## src/rtl/stg_pkg.sv

```systemverilog
// Shared constants for the strobe timing generator.
// Assumes four strobes indexed in a fixed order used by half_dly.
package stg_pkg;
    localparam int STB_N   = 4;
    localparam int STB_CS  = 0;
    localparam int STB_ADV = 1;
    localparam int STB_OE  = 2;
    localparam int STB_WE  = 3;
    // Off edges that grow with extra burst beats (address valid does not)
    localparam logic [STB_N-1:0] OFF_STRETCH = 4'b1101;
endpackage

```

## src/rtl/stg_edge_pos.sv

```systemverilog
// Converts one programmed time value into an edge position in functional
// clocks: optional burst lengthening, granularity scaling and alignment to
// the divided bus clock phase. Assumes inputs static during an access.
module stg_edge_pos #(
    parameter int TIME_W = 6,
    parameter int BEAT_W = 3,
    localparam int VAL_W = TIME_W + BEAT_W,
    localparam int CNT_W = VAL_W + 1
) (
    input  logic [TIME_W-1:0] prog,
    input  logic [BEAT_W-1:0] beats_x,
    input  logic [TIME_W-1:0] page_time,
    input  logic              stretch,
    input  logic              gran,
    input  logic [1:0]        div_code,
    input  logic [TIME_W-1:0] clk_act,
    output logic [CNT_W-1:0]  pos
);
    logic [VAL_W-1:0] val;
    logic [1:0]       m_val, m_act;
    logic [2:0]       ratio, dly;

    // Remainder of x by the divide ratio selected by the code
    function automatic logic [1:0] mod_ratio(input logic [VAL_W-1:0] x,
                                             input logic [1:0] code);
        case (code)
            2'd0:    return 2'd0;
            2'd1:    return {1'b0, x[0]};
            2'd2:    return 2'(x % VAL_W'(3));
            default: return x[1:0];
        endcase
    endfunction

    // Lengthen, align and scale the programmed value
    always_comb begin
        val   = VAL_W'(prog) + (stretch ? VAL_W'(beats_x) * VAL_W'(page_time) : '0);
        m_val = mod_ratio(val, div_code);
        m_act = mod_ratio(VAL_W'(clk_act), div_code);
        ratio = {1'b0, div_code} + 3'd1;
        dly   = {1'b0, m_val} + ratio - {1'b0, m_act};
        if (dly >= ratio) dly = dly - ratio;
        pos   = (gran ? {val, 1'b0} : {1'b0, val}) + CNT_W'(dly);
    end
endmodule

```

## src/rtl/stg_strobe_pin.sv

```systemverilog
// One active-low strobe: low while the next position lies in [on, off),
// registered on the rising edge, with an optional falling-edge retimed copy.
// Assumes on/off positions static during an access.
module stg_strobe_pin #(
    parameter int CNT_W = 10
) (
    input  logic             clk,
    input  logic             rst_n,
    input  logic [CNT_W-1:0] next_pos,
    input  logic             run_next,
    input  logic             enable,
    input  logic [CNT_W-1:0] on_pos,
    input  logic [CNT_W-1:0] off_pos,
    input  logic             half,
    output logic             pin_n
);
    logic rise_q, fall_q;

    // Rising-edge strobe level for the coming position
    always_ff @(posedge clk) begin
        if (!rst_n) rise_q <= 1'b1;
        else        rise_q <= !(run_next && enable && next_pos >= on_pos && next_pos < off_pos);
    end

    // Half-cycle retiming of the strobe level
    always_ff @(negedge clk) begin
        if (!rst_n) fall_q <= 1'b1;
        else        fall_q <= rise_q;
    end

    assign pin_n = half ? fall_q : rise_q;

    // with the half delay chosen the pin carries the previous rising-edge level
    assert_half_follows_R6: assert property (@(posedge clk) disable iff (!rst_n)
        half |-> (pin_n == rise_q));
endmodule

```

## src/rtl/stg_bus_clk.sv

```systemverilog
// Bus clock generator: low until the activation position, then the
// functional clock itself (ratio 1) or a registered divided clock whose
// rising phase is at (position - activation) mod ratio == 0.
// Assumes divider code static during an access.
module stg_bus_clk #(
    parameter int TIME_W = 6,
    parameter int CNT_W  = 10
) (
    input  logic              clk,
    input  logic              rst_n,
    input  logic [CNT_W-1:0]  next_pos,
    input  logic              run_next,
    input  logic [TIME_W-1:0] clk_act,
    input  logic [1:0]        div_code,
    output logic              bus_clk
);
    logic [1:0] ph_q, ph_n, high_cnt;
    logic       en_q, div_q, past_act;

    // Phase of the coming position inside the divided period
    always_comb begin
        past_act = next_pos >= CNT_W'(clk_act);
        high_cnt = 2'((3'({1'b0, div_code}) + 3'd1) >> 1);
        if (next_pos <= CNT_W'(clk_act)) ph_n = 2'd0;
        else if (ph_q == div_code)       ph_n = 2'd0;
        else                             ph_n = ph_q + 2'd1;
    end

    // Enable, phase and divided level registers
    always_ff @(posedge clk) begin
        if (!rst_n) begin
            en_q  <= 1'b0;
            ph_q  <= 2'd0;
            div_q <= 1'b0;
        end else begin
            en_q  <= run_next && past_act;
            ph_q  <= ph_n;
            div_q <= run_next && past_act && (ph_n < high_cnt);
        end
    end

    assign bus_clk = (div_code == 2'd0) ? (clk & en_q) : div_q;

    // ratio 2 toggles the divided level on every running position
    assert_div2_toggle_R7: assert property (@(posedge clk) disable iff (!rst_n)
        (div_code == 2'd1 && en_q && $past(en_q)) |-> (div_q != $past(div_q)));
endmodule

```

## src/rtl/sync_strobe_gen.sv

```systemverilog
// Top of the synchronous strobe timing generator. Accepts a start while
// idle, captures read/write and burst length, runs a position counter over
// the access and drives four strobes plus the bus clock.
// Assumes timing fields static during an access and cycle length >= 1.
module sync_strobe_gen
    import stg_pkg::*;
#(
    parameter int TIME_W = 6,
    parameter int BEAT_W = 3,
    localparam int VAL_W = TIME_W + BEAT_W,
    localparam int CNT_W = VAL_W + 1
) (
    input  logic              clk,
    input  logic              rst_n,
    input  logic              start,
    input  logic              is_write,
    input  logic [BEAT_W-1:0] burst_extra,
    input  logic              gran,
    input  logic [1:0]        div_code,
    input  logic [TIME_W-1:0] clk_act,
    input  logic [3:0]        half_dly,
    input  logic [TIME_W-1:0] cs_on,
    input  logic [TIME_W-1:0] cs_rd_off,
    input  logic [TIME_W-1:0] cs_wr_off,
    input  logic [TIME_W-1:0] adv_on,
    input  logic [TIME_W-1:0] adv_rd_off,
    input  logic [TIME_W-1:0] adv_wr_off,
    input  logic [TIME_W-1:0] oe_on,
    input  logic [TIME_W-1:0] oe_off,
    input  logic [TIME_W-1:0] we_on,
    input  logic [TIME_W-1:0] we_off,
    input  logic [TIME_W-1:0] rd_cycle,
    input  logic [TIME_W-1:0] wr_cycle,
    input  logic [TIME_W-1:0] page_time,
    output logic              cs_n,
    output logic              adv_n,
    output logic              oe_n,
    output logic              we_n,
    output logic              bus_clk,
    output logic              done,
    output logic              active
);
    logic              active_q, done_q, rw_q;
    logic [BEAT_W-1:0] bx_q, bx_eff;
    logic [CNT_W-1:0]  t_q, next_pos, acc_len;
    logic [CNT_W:0]    t_inc;
    logic [VAL_W-1:0]  len_base;
    logic              accept, rw_eff, more, finish, run_next;
    logic [TIME_W-1:0] on_p  [STB_N];
    logic [TIME_W-1:0] off_p [STB_N];
    logic [STB_N-1:0]  en_p, pins_n;

    // Acceptance, effective access settings, length and next position
    always_comb begin
        accept   = start && !active_q;
        rw_eff   = accept ? is_write : rw_q;
        bx_eff   = accept ? burst_extra : bx_q;
        len_base = VAL_W'(rw_eff ? wr_cycle : rd_cycle) + VAL_W'(bx_eff) * VAL_W'(page_time);
        acc_len  = gran ? {len_base, 1'b0} : {1'b0, len_base};
        t_inc    = {1'b0, t_q} + 1'b1;
        more     = t_inc < {1'b0, acc_len};
        finish   = active_q && !more;
        run_next = accept || (active_q && more);
        next_pos = accept ? '0 : t_inc[CNT_W-1:0];
    end

    // Per-strobe programmed times and enables for the selected direction
    always_comb begin
        on_p[STB_CS]   = cs_on;
        off_p[STB_CS]  = rw_eff ? cs_wr_off : cs_rd_off;
        on_p[STB_ADV]  = adv_on;
        off_p[STB_ADV] = rw_eff ? adv_wr_off : adv_rd_off;
        on_p[STB_OE]   = oe_on;
        off_p[STB_OE]  = oe_off;
        on_p[STB_WE]   = we_on;
        off_p[STB_WE]  = we_off;
        en_p           = {rw_eff, !rw_eff, 1'b1, 1'b1};
    end

    // Access state: running flag, done pulse, captured settings, position
    always_ff @(posedge clk) begin
        if (!rst_n) begin
            active_q <= 1'b0;
            done_q   <= 1'b0;
            rw_q     <= 1'b0;
            bx_q     <= '0;
            t_q      <= '0;
        end else begin
            active_q <= run_next;
            done_q   <= finish;
            if (accept) begin
                rw_q <= is_write;
                bx_q <= burst_extra;
            end
            if (run_next) t_q <= next_pos;
        end
    end

    // One edge-position pair and one output stage per strobe
    for (genvar i = 0; i < STB_N; i++) begin : g_strobe
        logic [CNT_W-1:0] on_pos, off_pos;

        stg_edge_pos #(.TIME_W(TIME_W), .BEAT_W(BEAT_W)) u_on (
            .prog(on_p[i]), .beats_x(bx_eff), .page_time(page_time),
            .stretch(1'b0), .gran(gran), .div_code(div_code),
            .clk_act(clk_act), .pos(on_pos));

        stg_edge_pos #(.TIME_W(TIME_W), .BEAT_W(BEAT_W)) u_off (
            .prog(off_p[i]), .beats_x(bx_eff), .page_time(page_time),
            .stretch(OFF_STRETCH[i]), .gran(gran), .div_code(div_code),
            .clk_act(clk_act), .pos(off_pos));

        stg_strobe_pin #(.CNT_W(CNT_W)) u_pin (
            .clk(clk), .rst_n(rst_n), .next_pos(next_pos), .run_next(run_next),
            .enable(en_p[i]), .on_pos(on_pos), .off_pos(off_pos),
            .half(half_dly[i]), .pin_n(pins_n[i]));
    end

    stg_bus_clk #(.TIME_W(TIME_W), .CNT_W(CNT_W)) u_bus (
        .clk(clk), .rst_n(rst_n), .next_pos(next_pos), .run_next(run_next),
        .clk_act(clk_act), .div_code(div_code), .bus_clk(bus_clk));

    assign cs_n   = pins_n[STB_CS];
    assign adv_n  = pins_n[STB_ADV];
    assign oe_n   = pins_n[STB_OE];
    assign we_n   = pins_n[STB_WE];
    assign done   = done_q;
    assign active = active_q;

    // no strobe is asserted outside an access
    assert_idle_pins_R1: assert property (@(posedge clk) disable iff (!rst_n)
        !active_q |-> (cs_n && adv_n && oe_n && we_n));

    // done lasts a single cycle
    assert_done_single_R3: assert property (@(posedge clk) disable iff (!rst_n)
        done_q |=> !done_q);

    // the access is over when done is raised
    assert_done_idle_R3: assert property (@(posedge clk) disable iff (!rst_n)
        done_q |-> !active_q);

    // a start during a running access does not restart the counter
    assert_busy_ignore_R2: assert property (@(posedge clk) disable iff (!rst_n)
        (active_q && start && !finish) |=> (t_q == CNT_W'($past(t_q) + 1'b1)));
endmodule

```

## config.mk

```make
export PLATFORM = sky130hd
export DESIGN_NAME = sync_strobe_gen
export DESIGN_NICKNAME = d
export VERILOG_FILES = /design/src/rtl/stg_pkg.sv /design/src/rtl/stg_edge_pos.sv /design/src/rtl/stg_strobe_pin.sv /design/src/rtl/stg_bus_clk.sv /design/src/rtl/sync_strobe_gen.sv
export SDC_FILE = /design/constraint.sdc
export NUM_CORES = 1
export LEC_CHECK = 0
export ABC_AREA = 1
export ABC_CLOCK_PERIOD_IN_PS = 17380
export BUFFER_PORTS_ARGS = -buffer_cell sky130_fd_sc_hd__buf_4
export CELL_PAD_IN_SITES_DETAIL_PLACEMENT = 0
export CELL_PAD_IN_SITES_GLOBAL_PLACEMENT = 1
export CORE_MARGIN = 4
export CORE_UTILIZATION = 40
export CTS_CLUSTER_SIZE = 14
export DETAILED_ROUTE_END_ITERATION = 7
export PLACE_DENSITY_LB_ADDON = 0.1
export SETUP_SLACK_MARGIN = 0.3
export SYNTH_ARGS = -nofsm -noshare
export SYNTH_HDL_FRONTEND = slang
export SYNTH_SLANG_ARGS = --single-unit
```

## constraint.sdc

```tcl
create_clock -name clk -period 17.38 [get_ports clk]
set_input_delay 0.869 -clock clk [delete_from_list [all_inputs] [get_ports clk]]
set_output_delay 0.869 -clock clk [all_outputs]
set_load 0.02 [all_outputs]
```

## Yosys cells after proc, flatten, opt, wreduce, memory -nomap -nowiden

Index checks and enable logic that the tools add are counted.

- Register bits: 28
- Input bits: 98
- Output and inout bits: 7
- Logic and storage cells: 152

- Div/mod/pow operators: 9
- $mul: 1
- Eq/ne operators: 3
- Order comparisons: 20
- Bitwise operators: 1
- Add/subtract/negate cells: 39
- Muxes and demuxes: 39
- Reduce and logical (&&, ||, !) cells: 24

Operators with widths:

| cell | count |
|---|---|
| adder 10 x 3 -> 10 bit | 8 |
| remainder unit 6 x 2 -> 9 bit, second input constant | 6 |
| case mux 2 bit (3 select lines) | 9 |
| two-way mux 10 bit | 5 |
| greater-or-equal comparator 10 bit | 4 |
| < comparator 10 bit | 4 |
| adder 6 x 9 -> 9 bit | 4 |
| two-way mux 7 bit | 5 |
| remainder unit 9 x 2 -> 9 bit, second input constant | 3 |
| two-way mux 3 bit | 9 |
| adder 2 x 3 -> 3 bit | 8 |
| greater-or-equal comparator 3 bit | 8 |
| subtractor 3 x 2 -> 3 bit | 8 |
| subtractor 3 bit | 8 |
| two-way mux 6 bit | 3 |
| logical AND 1 bit | 15 |
| adder 10 x 1 -> 11 bit, second input constant | 1 |
| < comparator 11 x 10 -> 1 bit | 1 |
| greater-or-equal comparator 10 x 6 -> 1 bit | 1 |
| <= comparator 10 x 6 -> 1 bit | 1 |
| multiplier 3 x 6 -> 9 bit | 1 |
| zero test 1 bit | 7 |
| two-way mux 1 bit | 6 |
| two-way mux 2 bit | 2 |
| 9 further kinds | 9 |

## Logic depth before layout (Yosys ltp)

Gate-level depths: netlist of run 1.

- Word-level depth: 15
- Gate-level depth with buffers: 91
- Depth with buffers taken out: 90

## By module

Synthesis of run 1 repeated with hierarchy kept, for this count alone.

- Cells, all modules: 4847
- Area, all modules: 27721.6 sq um

By module, submodules not included:

| module | cells an instance | area an instance (sq um) | seq. area each (sq um) | times used |
|---|---|---|---|---|
| stg_edge_pos (g_strobe[1].u_on ...) | 520 | 2864.0 | 0.0 | 3 |
| stg_edge_pos (g_strobe[0].u_off ...) | 475 | 2773.9 | 0.0 | 2 |
| stg_edge_pos (g_strobe[2].u_off) | 506 | 2855.2 | 0.0 | 1 |
| stg_edge_pos (g_strobe[1].u_off) | 520 | 2825.2 | 0.0 | 1 |
| stg_edge_pos (g_strobe[3].u_on) | 483 | 2783.9 | 0.0 | 1 |
| stg_strobe_pin | 107 | 621.8 | 40.0 | 4 |
| sync_strobe_gen | 332 | 2138.3 | 320.3 | 1 |
| stg_bus_clk | 68 | 491.7 | 80.1 | 1 |

==> flow_summary.ini, run 1 <==
[yosys]
synth-async-reset-ratio_pct = 0
synth_common_cells = 561 x nand2_1, 374 x inv_1, 207 x ha_1
ys_ff_latch = 28
synth_edf_count = 0
synth_seq_area_share_pct = 4.10
synthFlopType = dfxtp_1
synth.avg_cell_area_um2 = 6.06
ys_warn_count = 0
synth.most_common_cell = nand2_1
synth_cells = 2254
syn_area_mm2 = 0.0137
yosys.area.top_type = ha_1
synth.top_cell.area_share_pct = 19.0
ys_top_cells_by_area = ha_1 19%, nand2_1 15%, inv_1 10%
synth_cell_type_count = 64
synth_nets = 2600

[routing]
drt_iter0_markers = 572
vias = 14099
drtAntennaViolNets = 0
dr.pass1.iters = 5
wl_per_cell_um = 13.8
wl_um = 38800
drc = 0
viasPerCell = 5.03

[final_layout]
synthToLayoutAreaGrowth_pct = 11.1
nFillCells = 3684
final_area_mm2 = 0.0152
antenna_cells = 0
nets = 2702
drive_gt1_share_pct = 11.3

[run]
maxCapViolations = 0

[floorplan]
die_y_um = 193
ioPinCount = 105
chipWidth_um = 193
dieArea_mm2 = 0.0372
core_area_mm2 = 0.0336
rows = 67
initial_core_util_pct = 40.6

[critical_path]
worstSetupPathType = input pin to flip-flop
crit_fanout = 13
cp_top_family = adder cells
arrival_ps = 13120
required_ps = 17640
cp-end-kind = flip-flop
startpoint_type = input pin
crit_buf_inv = 15
critPathSlowestCell = fa_1
crit_path_frequent_cell = inv_1
max_stage_delay_ps = 530

[timing]
period_needed_ps = 12870
fmax_ghz = 0.0777
hold_viol = 0
setup_viol_count_final = 0
finalSetupTns_ps = 0
fin_crit_sh_pct = 74.0
rsz0062_at_grt = false
skew_ps = 103
slew_violations = 0
worst_slew_pin_slew_ps = 904
slew_headroom_pct = 39.3

[clocking]
cts_tree = yes
cts_resized = 0
clk_pin_slew_ps = 70
cts_hold_buf = 0
worstSkewPairLatency_ps = 480
cts_setup_buffers = 0

[global_route]
gr-usage-all-layers_pct = 20.9
grt_first_pass_wirelength_um = 64700
antenna_found_initial = 0
grt-ovfl-total = 0
grt_max_degree = 54
first_global_vias = 13586

[placement]
placed_area_mm2 = 0.0150
dp_hpwl_um = 32000
place.gp.congestion = 0.881
port_buffers = 104

[status]
status = finished clean

[hold_path]
hp-class = flip-flop to flip-flop
cells in the final DEF, fill, tap and decap left out, types with 4 or more instances in the layout:
cell type  instances
nor3_1            14
a31oi_1            6
or2_1              6
nand3b_1          10
o21ai_2            8
o21ai_1            8
mux2_2             7
xor2_1            82
a211oi_1           5
o22ai_1            6
nand4_1           48
ha_1             207
nand2_4            8
nand3_1          133
nor2_4             9
nor3b_1            4
a21oi_2            4
o21a_1            15
a21o_1             5
or2_2             10
buf_4            120
clkbuf_16          6
nand2_2           38
nor2_1           183
dfxtp_1           28
xnor2_1           42
nor2_2            11
a21boi_0           4
o211ai_1          13
inv_1            377
o21ai_0          136
nand2_1          561
o21bai_1           4
inv_2             16
a21oi_1          115
nand3_2           18
fa_1              41
through the flow:
step | util, % | setup WS [ps] | hold WS [ps] | std cells
after floorplan | - | 5620 | 453 | 2254
after detailed placement | 44.6 | 4120 | 471 | 2793
final | 45.1 | 4510 | 484 | 2803
after CTS | 45.1 | 4450 | 483 | 2803
after global placement | 44.6 | 4220 | 467 | 2793
after global routing | 45.1 | 3370 | 513 | 2803
routing by layer:
| metal | GRT usage, % | wire length [µm] | vias up |
|---|---|---|---|
| met5 | 0 | 0 | - |
| met4 | 4.42 | 720 | 0 |
| met3 | 1.50 | 983 | 46 |
| met2 | 38.3 | 18500 | 192 |
| met1 | 26.8 | 18600 | 6335 |
| li1 | - | - | 7526 |
flip-flops by register name (all words and copies together) (netlist names):
signal                 flops
active                     1
bx_q                       3
done                       1
g_strobe.u_pin.fall_q      4
g_strobe.u_pin.rise_q      4
rw_q                       1
t_q                       10
u_bus.div_q                1
u_bus.en_q                 1
u_bus.ph_q                 2
cells by family (layout without fill, tap and decap cells):
logic type      Yosys count  count (layout)  synth area share, %
xor+xnor                126             126                 8.19
fa+ha+maj               248             248                 25.0
flops                    28              28                 4.10
simple gates           1069            1069                 35.6
mux                       9               9                0.724
buf+inv                 423             524                 11.7
compound gates          351             351                 14.7
worst paths after layout:
kind | startpoint | slack [ps] | depth (start not counted) | to
max | start | 4510 | 75 | g_strobe[3].u_pin.rise_q$_SDFF_PN1_
min | t_q[4]$_SDFFE_PN0P_ | 480 | 2 | t_q[4]$_SDFFE_PN0P_
max reg2reg | active$_SDFF_PN0_ | 4670 | 75 | g_strobe[3].u_pin.rise_q$_SDFF_PN1_
min reg2reg | t_q[4]$_SDFFE_PN0P_ | 480 | 2 | t_q[4]$_SDFFE_PN0P_
worst min-delay path, stage by stage (launching register included):
cell,delay (ps)
dfxtp_1,330
nand2_1,60
a21oi_1,50
cell type report:
type | instances | area [µm²] | area share, %
Clock buffer | 7 | 158 | 1.04
Clock inverter | 5 | 21.3 | 0.140
Inverter | 393 | 1480 | 9.74
Multi-Input combinational cell | 1803 | 11500 | 75.8
Sequential cell | 28 | 561 | 3.69
Tap cell | 448 | 561 | 3.69
Timing Repair Buffer | 119 | 893 | 5.89
Power of run 1 is left out: the tool's default activity adds up to more than one toggle a clock period on the data nets, which glitch-free logic cannot reach.
==> run 2: changes to the inputs <==
Settings changed: ABC_AREA 1 to 0, ABC_CLOCK_PERIOD_IN_PS 17380 to 10800.
Clock period 17.38 ns to 10.8 ns, I/O delays scaled along.
==> run 2 against run 1 <==
The run now ends with negative setup slack left. Synthesized cell count is 6.5% lower. Final cell count increased by 5.6%. Critical path depth decreased by 14.
==> flow_summary.ini, run 2 <==
[status]
status = finished with violations
violations = negative setup slack

[yosys]
ys_top_cells_by_area = ha_1 18%, xnor2_1 6.2%, nand2_1 6.1%
synth.top_cell.area_share_pct = 17.7
synth.most_common_cell = nand2_1
synth.avg_cell_area_um2 = 6.94
synth_common_cells = 239 x nand2_1, 207 x ha_1, 163 x nor2_1
syn_area_mm2 = 0.0146
synthFlopType = dfxtp_1
synth_cells = 2108
synth_nets = 2454
yosys.area.top_type = ha_1
synth-async-reset-ratio_pct = 0
ys_ff_latch = 28
ys_warn_count = 0
synth_cell_type_count = 93
synth_seq_area_share_pct = 3.83
synth_edf_count = 0

[final_layout]
synthToLayoutAreaGrowth_pct = 35.3
largest_reg_flops = 10
nets = 2844
mostFrequentLayoutCell = buf_4
post-route-util_pct = 55.3
largestRegisters = t_q: 10 flops, g_strobe.u_pin.fall_q: 4 flops, g_strobe.u_pin.rise_q: 4 flops
regMostFlops = t_q
final_area_mm2 = 0.0198
drive_gt1_share_pct = 28.8
final_cell_mix = 462 x buf_4, 222 x nand2_1, 176 x ha_1
nFillCells = 3498

[routing]
wl_per_cell_um = 17.2
vias = 16598
viasPerCell = 5.61
dr.pass1.iters = 5
drc = 0
drtAntennaViolNets = 0
drt_iter0_markers = 842
wl_um = 50800

[critical_path]
cp-end-kind = flip-flop
crit_fanout = 6
arrival_ps = 11380
critPathSlowestCell = fa_2
required_ps = 11060
startpoint_type = flip-flop
max_stage_delay_ps = 620
worstSetupPathType = flip-flop to flip-flop

[placement]
port_buffers = 104
dp_hpwl_um = 39000
place_ws_ps = -1180
place.gp.congestion = 0.911
placed_area_mm2 = 0.0185

[global_route]
grt-ovfl-total = 0
grt_first_pass_wirelength_um = 82200
grt_max_degree = 59
first_global_vias = 15994
antenna_found_initial = 1
gr-usage-all-layers_pct = 25.0

[timing]
period_needed_ps = 11110
setup_viol_count_final = 3
fmax_ghz = 0.0900
fin_crit_sh_pct = 103
skew_ps = 95.1
slew_headroom_pct = 36.0
fin_ws_ps = -313
hold_viol = 0
worst_slew_pin_slew_ps = 960
fin_hold_ws_ps = 510
slew_violations = 0
rsz0062_at_grt = true

[run]
maxCapViolations = 0

[clocking]
cts_tree = yes
clk_pin_slew_ps = 90
worstSkewPairLatency_ps = 490
cts_hold_buf = 0

[power_and_ir_drop]
vdd_drop_max_mv = 0.127
finalPower_mw = 4.78
leakage_nw = 8.99
powerDensity_mw_per_mm2 = 241

[floorplan]
rows = 69
chipWidth_um = 199
die_y_um = 199
ioPinCount = 105
initial_core_util_pct = 40.9
core_area_mm2 = 0.0358
dieArea_mm2 = 0.0397

[hold_path]
hp-class = input pin to flip-flop
run 2: cell types whose count changed in the layout (fill, tap and decap cells not counted), sizes merged, moves of 38 or more:
cell and delta:
a21oi +40, nor2b +44, nand2b +53, inv -261, xnor2 +61, nand2 -368, a31oi +38, xor2 -46
nor2 -39, nand3 -99, buf +354
run 2: power by group:
part	internal, mW	switching (mW)	total [mW]
clock	0.123	0.0573	0.181
combinational	2.25	2.24	4.49
sequential	0.107	0.00285	0.110
total	2.48	2.30	4.78
run 2: final timing paths:
check,startpoint,to,slack [ps],cells past startpoint
worst min register to register,t_q[1]$_SDFFE_PN0P_,t_q[1]$_SDFFE_PN0P_,520,2
worst max-delay path,active$_SDFF_PN0_,g_strobe[0].u_pin.rise_q$_SDFF_PN1_,-310,61
worst max register to register,active$_SDFF_PN0_,g_strobe[0].u_pin.rise_q$_SDFF_PN1_,-310,61
worst min-delay path,burst_extra[0],bx_q[0]$_SDFF_PN0_,510,4
run 2: layout make-up:
cell class / instances / area (µm²) / area share, %
multi-input combinational: 1851 / 14300 / 72.4
timing repair buffer: 473 / 3620 / 18.3
tap: 461 / 577 / 2.91
sequential: 28 / 562 / 2.84
inverter: 133 / 502 / 2.53
clock buffer: 7 / 158 / 0.796
clock inverter: 5 / 45.0 / 0.227
antenna: 1 / 2.50 / 0.0126
run 2: per-stage QoR:
stage,TNS (ps),std cells
4_1_cts,-419,2942
3_5_place_dp,-2610,2898
6_report,-680,2959
3_3_place_gp,-2080,2898
5_1_grt,-2510,2959
2_1_floorplan,-1230,2108
run 2: critical path, delay by kind of cell (launching register included):
kind            cells  cell delay [ps]
compound gates     16             2750
xor+xnor            4              610
fa+ha+maj          13             3630
buf+inv            10             1140
flops               1              340
mux                 1              290
simple gates       17             2180
run 2: cells by family (layout without fill, tap and decap cells):
family                   after synthesis  count (layout)  share of synthesized area, %
AND/OR/NAND/NOR                      751             751                          24.8
AO/OA/AOI/OAI                        647             647                          28.8
adder cells (fa/ha/maj)              248             248                          23.3
buffers and inverters                229             618                          5.99
XOR/XNOR                             142             142                          8.64
multiplexers                          63              63                          4.67
flip-flops                            28              28                          3.83
other                                  0               1                             0
run 2: what timing repair did:
action                                  CTS  global route
endpoints found under the setup margin    4             4
gates resized for setup                 112            57
pin swaps                               106            34
buffers inserted                         34            16
run 2: per-layer routing:
layer / GRT usage (%) / share of wire, % / routed length (µm)
met5: 0 / 0 / 0
met4: 4.99 / 1.6 / 805
met3: 1.65 / 3.6 / 1840
met2: 43.5 / 48 / 24200
met1: 34.2 / 47 / 24000
(Power assumes the default switching activity.)
==> run 3: changes to the inputs <==
Settings changed: PLACE_DENSITY from default to 0.75, PLACE_DENSITY_LB_ADDON 0.1 to default.
==> run 3 against run 2 <==
The run still ends with negative setup slack left. Combinational power barely moved. Die area did not move. Setup slack got worse by 97 ps. Count of clock-buffer cells in the layout did not move. Flip-flop and latch count did not move. Clock skew rose by 1.1 ps. Non-clock buffer count rose by 1.
==> flow_summary.ini, run 3 (same netlist as run 2, synthesis figures left out) <==
[status]
status = finished with violations
violations = negative setup slack

[global_route]
gr-usage-all-layers_pct = 24.6
grt_first_pass_wirelength_um = 80800
first_global_vias = 16037
antenna_found_initial = 0
grtUsageMet3_pct = 2.34
grtUsageMet1_pct = 32.0
busiest_layer = met2
grt_max_degree = 73
grt-ovfl-total = 0
met2_usage_pct = 42.6

[critical_path]
crit_buf_inv = 8
cp_top_family = adder cells
critPathSlowestCell = fa_2
worstSetupPathType = flip-flop to flip-flop
crit_fanout = 5
max_stage_delay_ps = 560
cp-end-kind = flip-flop
startpoint_type = flip-flop
required_ps = 11050
arrival_ps = 11460

[final_layout]
final_cell_mix = 459 x buf_4, 224 x nand2_1, 183 x ha_1
largest_reg_flops = 10
post-route-util_pct = 54.9
fin_cells = 2959
drive_gt1_share_pct = 28.3
nets = 2845
regMostFlops = t_q
mostFrequentLayoutCell = buf_4
largestRegisters = t_q: 10 flops, g_strobe.u_pin.fall_q: 4 flops, g_strobe.u_pin.rise_q: 4 flops
antenna_cells = 0
synthToLayoutAreaGrowth_pct = 34.4

[floorplan]
core_area_mm2 = 0.0358
ioPinCount = 105
die_y_um = 199
chipWidth_um = 199
rows = 69
dieArea_mm2 = 0.0397
initial_core_util_pct = 40.9

[routing]
viasPerCell = 5.63
vias = 16672
wl_per_cell_um = 17.1
dr.pass1.iters = 5
wl_um = 50500
drtAntennaViolNets = 0
drc = 0
drt_iter0_markers = 914

[placement]
dp_cells = 2896
place_ws_ps = -1040
port_buffers = 104
dp_hpwl_um = 39400
place.gp.congestion = 0.948

[power_and_ir_drop]
vdd_drop_max_mv = 0.124
leakage_nw = 9.02
powerDensity_mw_per_mm2 = 242

[clocking]
cts_hold_buf = 0
clk_pin_slew_ps = 80
cts_tree = yes
worstSkewPairLatency_ps = 480

[timing]
slew_headroom_pct = 38.0
slew_violations = 0
worst_slew_pin_slew_ps = 920
fin_ws_ps = -410
fin_crit_sh_pct = 104
hold_viol = 0
finalSetupTns_ps = -1010
setup_viol_count_final = 3
skew_ps = 96.2
period_needed_ps = 11210
rsz0062_at_grt = true
fmax_ghz = 0.0892

[run]
maxCapViolations = 0

[hold_path]
hp-class = input pin to flip-flop
-- run 3: cell types whose count changed in the layout (fill, tap and decap cells not counted), sizes merged --
cell,delta
diode,-1
bufinv,-1
buf,+1
clkinv,+1
-- run 3: what timing repair did --
item	4_1_cts	5_1_grt
endpoints found under the setup margin	4	4
buffers inserted	38	15
resized for setup	80	78
pin swaps	88	79
endpoints found under the hold margin	0	0
-- run 3: routing by layer --
| metal | vias to the layer above | routed length (µm) |
|---|---|---|
| met5 | - | 0 |
| met4 | 0 | 1890 |
| met1 | 7755 | 22400 |
| met3 | 89 | 2270 |
| met2 | 390 | 23900 |
| li1 | 8438 | - |
-- run 3: final timing paths --
kind / from / endpoint / slack [ps] / cells after the start
min: rst_n / done$_SDFF_PN0_ / 510 / 3
max reg2reg: active$_SDFF_PN0_ / g_strobe[2].u_pin.rise_q$_SDFF_PN1_ / -410 / 55
max: active$_SDFF_PN0_ / g_strobe[2].u_pin.rise_q$_SDFF_PN1_ / -410 / 55
min reg2reg: t_q[1]$_SDFFE_PN0P_ / t_q[1]$_SDFFE_PN0P_ / 520 / 2
-- run 3: worst reg2reg max path, delay by kind of cell, from the launching register on --
kind                       cells  cell delay (ps)
xor gates and xnor gates       2              350
DFF                            1              370
and+or+nand+nor               16             2730
AOI/OAI and AO/OA             17             2710
buffers and inverters          8              960
adders and majority gates     11             3750
muxes                          1              190
-- run 3: power breakdown --
part           leakage (nW)  internal (mW)  switching (mW)
Clock                 0.107         0.0995          0.0540
Combinational          8.69           2.26            2.24
Sequential            0.228          0.107         0.00314
Total                  9.02           2.47            2.30
-- run 3: final cells by class --
type	instances	area [µm²]
clock buffers	7	158
inverters	133	499
clock inverters	5	20.0
fillers	3408	16100
well taps	461	577
flip-flops and latches	28	564
multi-input cells	1851	14200
repair buffers	474	3680
-- run 3: stage by stage --
stage,hold WS (ps),instance area (µm²),power [mW]
finish,506,19700,4.77
global route,521,19700,5.30
CTS,503,19300,4.49
detailed placement,512,18500,4.07
global placement,494,18500,3.99
floorplan,475,15100,2.82
